[src/rtl/irr_seq_counter.sv]
module irr_seq_counter #(
  parameter logic [2:0] RESET_CODE = 3'b000
) (
  input  logic       clk,
  input  logic       rst,
  input  logic       en,
  output logic [2:0] code
);

  logic [2:0] state_q;
  logic [2:0] step;

  always_comb begin
    unique case (state_q)
      3'b000:  step = 3'b010;
      3'b010:  step = 3'b011;
      3'b011:  step = 3'b101;
      3'b101:  step = 3'b110;
      default: step = 3'b000;
    endcase
  end

  always_ff @(posedge clk) begin
    if (rst)     state_q <= RESET_CODE;
    else if (en) state_q <= step;
  end

  assign code = state_q;

endmodule

[config.mk]
export PLATFORM = sky130hd
export DESIGN_NAME = irr_seq_counter
export DESIGN_NICKNAME = d
export VERILOG_FILES = /design/src/rtl/irr_seq_counter.sv
export SDC_FILE = /design/constraint.sdc
export NUM_CORES = 1
export LEC_CHECK = 0
export BUFFER_PORTS_ARGS = -buffer_cell sky130_fd_sc_hd__buf_2
export CAP_MARGIN = 20
export CORE_AREA = 2 2 39 41
export CTS_CLUSTER_DIAMETER = 60
export DETAILED_ROUTE_END_ITERATION = 7
export DIE_AREA = 0 0 41 43
export GPL_TIMING_DRIVEN = 0
export MAX_ROUTING_LAYER = met4
export SYNTH_ARGS = -nofsm -noshare
export SYNTH_HDL_FRONTEND = slang
export SYNTH_SLANG_ARGS = --single-unit
[constraint.sdc]
create_clock -name clk -period 1.6 [get_ports clk]
set_clock_uncertainty 0.05 [all_clocks]
set_input_delay 0.24 -clock clk [delete_from_list [all_inputs] [get_ports clk]]
set_output_delay 0.24 -clock clk [all_outputs]
set_load 0.01 [all_outputs]
==> flow_metrics.tcl <==
set metrics [dict create \
    outcome "finished, final reports clean" \
    static-leakage-power_uw 0.0000770 \
    critical_path_arrival_ns 0.78 \
    most_frequent_cells_in_the_layout "sky130_fd_sc_hd__buf_2, sky130_fd_sc_hd__clkbuf_4, sky130_fd_sc_hd__dfxtp_1, sky130_fd_sc_hd__nand2b_1, sky130_fd_sc_hd__nand3b_1" \
    tritoncts.num_buffers 3 \
    reg_to_reg_slack_setup_ns 0.74 \
    timing.final.crit_share_pct 66.9 \
    initial_antenna_violation_count 0 \
    synth.yosys.warnings 0 \
    worst_setup_path_start_kind "flop" \
    grt_setup_unrepaired "false" \
    syn_inst 13 \
    placed_instances 34 \
    max_freq_mhz 934 \
    layout.cells.non_filler 38 \
    setup-violations-final 0 \
    post-route-util_pct 14.6 \
    postRouteWirelength_um 294 \
    ys_top_cells_by_area "sky130_fd_sc_hd__dfxtp_1, sky130_fd_sc_hd__nand3b_1, sky130_fd_sc_hd__a211oi_2" \
    worstPathBufferInverterCount 1 \
    total_of_max_cap_violations 0 \
    synth_top_cell_by_area "sky130_fd_sc_hd__dfxtp_1" \
    nFillCells 158 \
    via_count 125 \
    timing.hold.ws_ns 0.158 \
    dieArea_um2 1760 \
    required_ns 1.31 \
    worstSetupEndpoint "code[2]" \
    cp_cell_sequence "buf_2" \
    largest_reg_flops 3 \
    std_cell_core_area_um2 1380 \
    rows 14 \
    syn-cell-area_um2 131 \
    synthesis.area_per_instance_um2 10.1 \
    drcViolationCount 0 \
    drtAntennaViolNets 0 \
    post_drt_via_cell_ratio 3.29 \
    path_delay_family "flip-flops" \
    critical_path_cell_count 1 \
    crit_path_max_incr_delay_ns 0.39 \
    floorplan.initialDensity_pct 9.49 \
    die_h_um 43 \
    synth_top_area_share_pct 45.7 \
    dpl_worst_slack_ns 0.746 \
    hold_path_class "input pin to flop" \
    finalSetupTns_ns 0 \
    rr_endpoint "code[1]" \
    r2r_start "code[0]" \
    syn_to_final_growth_pct 54.3 \
    place.gp.congestion 0.605 \
    globalRoute.totalOverflow 0 \
    design.final.nets 26 \
    worst_path_max_delay_cell "sky130_fd_sc_hd__dfxtp_1" \
    worst-r2r-cell-count 2 \
    sequential_share_of_the_synthesized_area_pct 45.7 \
    ctsRootBufferMaster "sky130_fd_sc_hd__clkbuf_4" \
    routedWlPerCell_um 7.74 \
    synth_cell_type_count 9 \
    relSlewSlack_pct 88.7 \
    h-tree-depth 1 \
    post_cts_buffers 0 \
    drive_gt1_share_pct 40.9 \
    layout_setup_ws_ns 0.530 \
    ctsHoldBuffers 0 \
    seq_cells_post_synth 3 \
    die_w_um 41 \
    endpoint_class_of_the_critical_path "primary output" \
    final_common_cell "sky130_fd_sc_hd__buf_2" \
    cts.sinks 3 \
    criticalPathCategory "flop to primary output" \
    worst_path_max_fanout 6 \
    tightestPinTransition_ns 0.170 \
    grt_first_pass_wirelength_um 455 \
    pre_antenna_drt_iters 2 \
    timing.final.hold_violations 0 \
    report.final.slew_viol_count 0 \
    fin_crit_ns 1.07 \
    antenna_cells 0 \
    cellPowerDensity_nw_per_um2 1140 \
    detail_route.iter0.violations 2 \
    postSynthNetCount 16 \
    ctsResizeCount 0 \
    largest_net_degree_at_the_start_of_global_routing 7 \
    place.port_buffers 5 \
    top_level_ports 6 \
    setup_crit_start "code[2]" \
    clock_tree.buffer_depth 2 \
    worst_skew_pair.late_latency_ns 0.23 \
    post_cts_clock_slew_at_the_launch_and_capture_registers_of_the_worst_setup_and_hold_paths_ns 0.03 \
    number_of_global_route_vias_before_repair 124 \
    vdd_drop_max_uv 245 \
    cts_tree "yes" \
    combined_global_route_utilization_of_all_metal_layers_pct 4.73 \
]
-- synthesized netlist by cell type (all sizes together) --
cell    number
a31oi        1
o21a         1
nor2         1
dfxtp        3
nand3b       2
nand4b       1
nand2b       2
a211oi       1
a21oi        1
-- cell type report --
cell class | count | area, um2 | area share [%]
Multi-Input combinational cell | 10 | 71.3 | 35.2
Sequential cell | 3 | 60.1 | 29.6
Clock buffer | 4 | 26.3 | 13.0
Timing Repair Buffer | 5 | 25.0 | 12.3
Tap cell | 16 | 20.0 | 9.88
-- logic make-up (layout without fill, tap and decap cells) --
| logic type | count (synthesis) | in the layout | share of synthesized area, % |
|---|---|---|---|
| AOI/OAI and AO/OA | 4 | 4 | 23.8 |
| and+or+nand+nor | 6 | 6 | 30.5 |
| DFF | 3 | 3 | 45.7 |
| buffers and inverters | 0 | 9 | 0 |
-- layer usage --
layer  up-vias  GRT usage, %  wire length (um)
met5         -             -                 0
met4         0          4.00                 0
met3         0          6.28                33
met2         4          5.94               157
met1        55          2.88               103
li1         66             -                 -
-- report_power, final --
part	internal, uW	switching (uW)
logic	9.08	8.33
registers	78.9	4.07
clock network	93.3	38.0
-- worst min-delay path by stage --
stage          from      end  slack, ns  cells after the start
2_1_floorplan   rst  code[1]       0.25                      1
3_3_place_gp    rst  code[1]       0.39                      2
3_5_place_dp    rst  code[1]       0.40                      2
4_1_cts         rst  code[1]       0.15                      2
5_1_grt         rst  code[1]       0.16                      2
6_report        rst  code[1]       0.16                      2
-- per-stage QoR --
step / cell area (um2) / total power [uW]
floorplan: 131 / 92.3
global placement: 176 / 101
detailed placement: 176 / 102
CTS: 203 / 240
global route: 203 / 250
finish: 203 / 232
(Power assumes the default switching activity.)
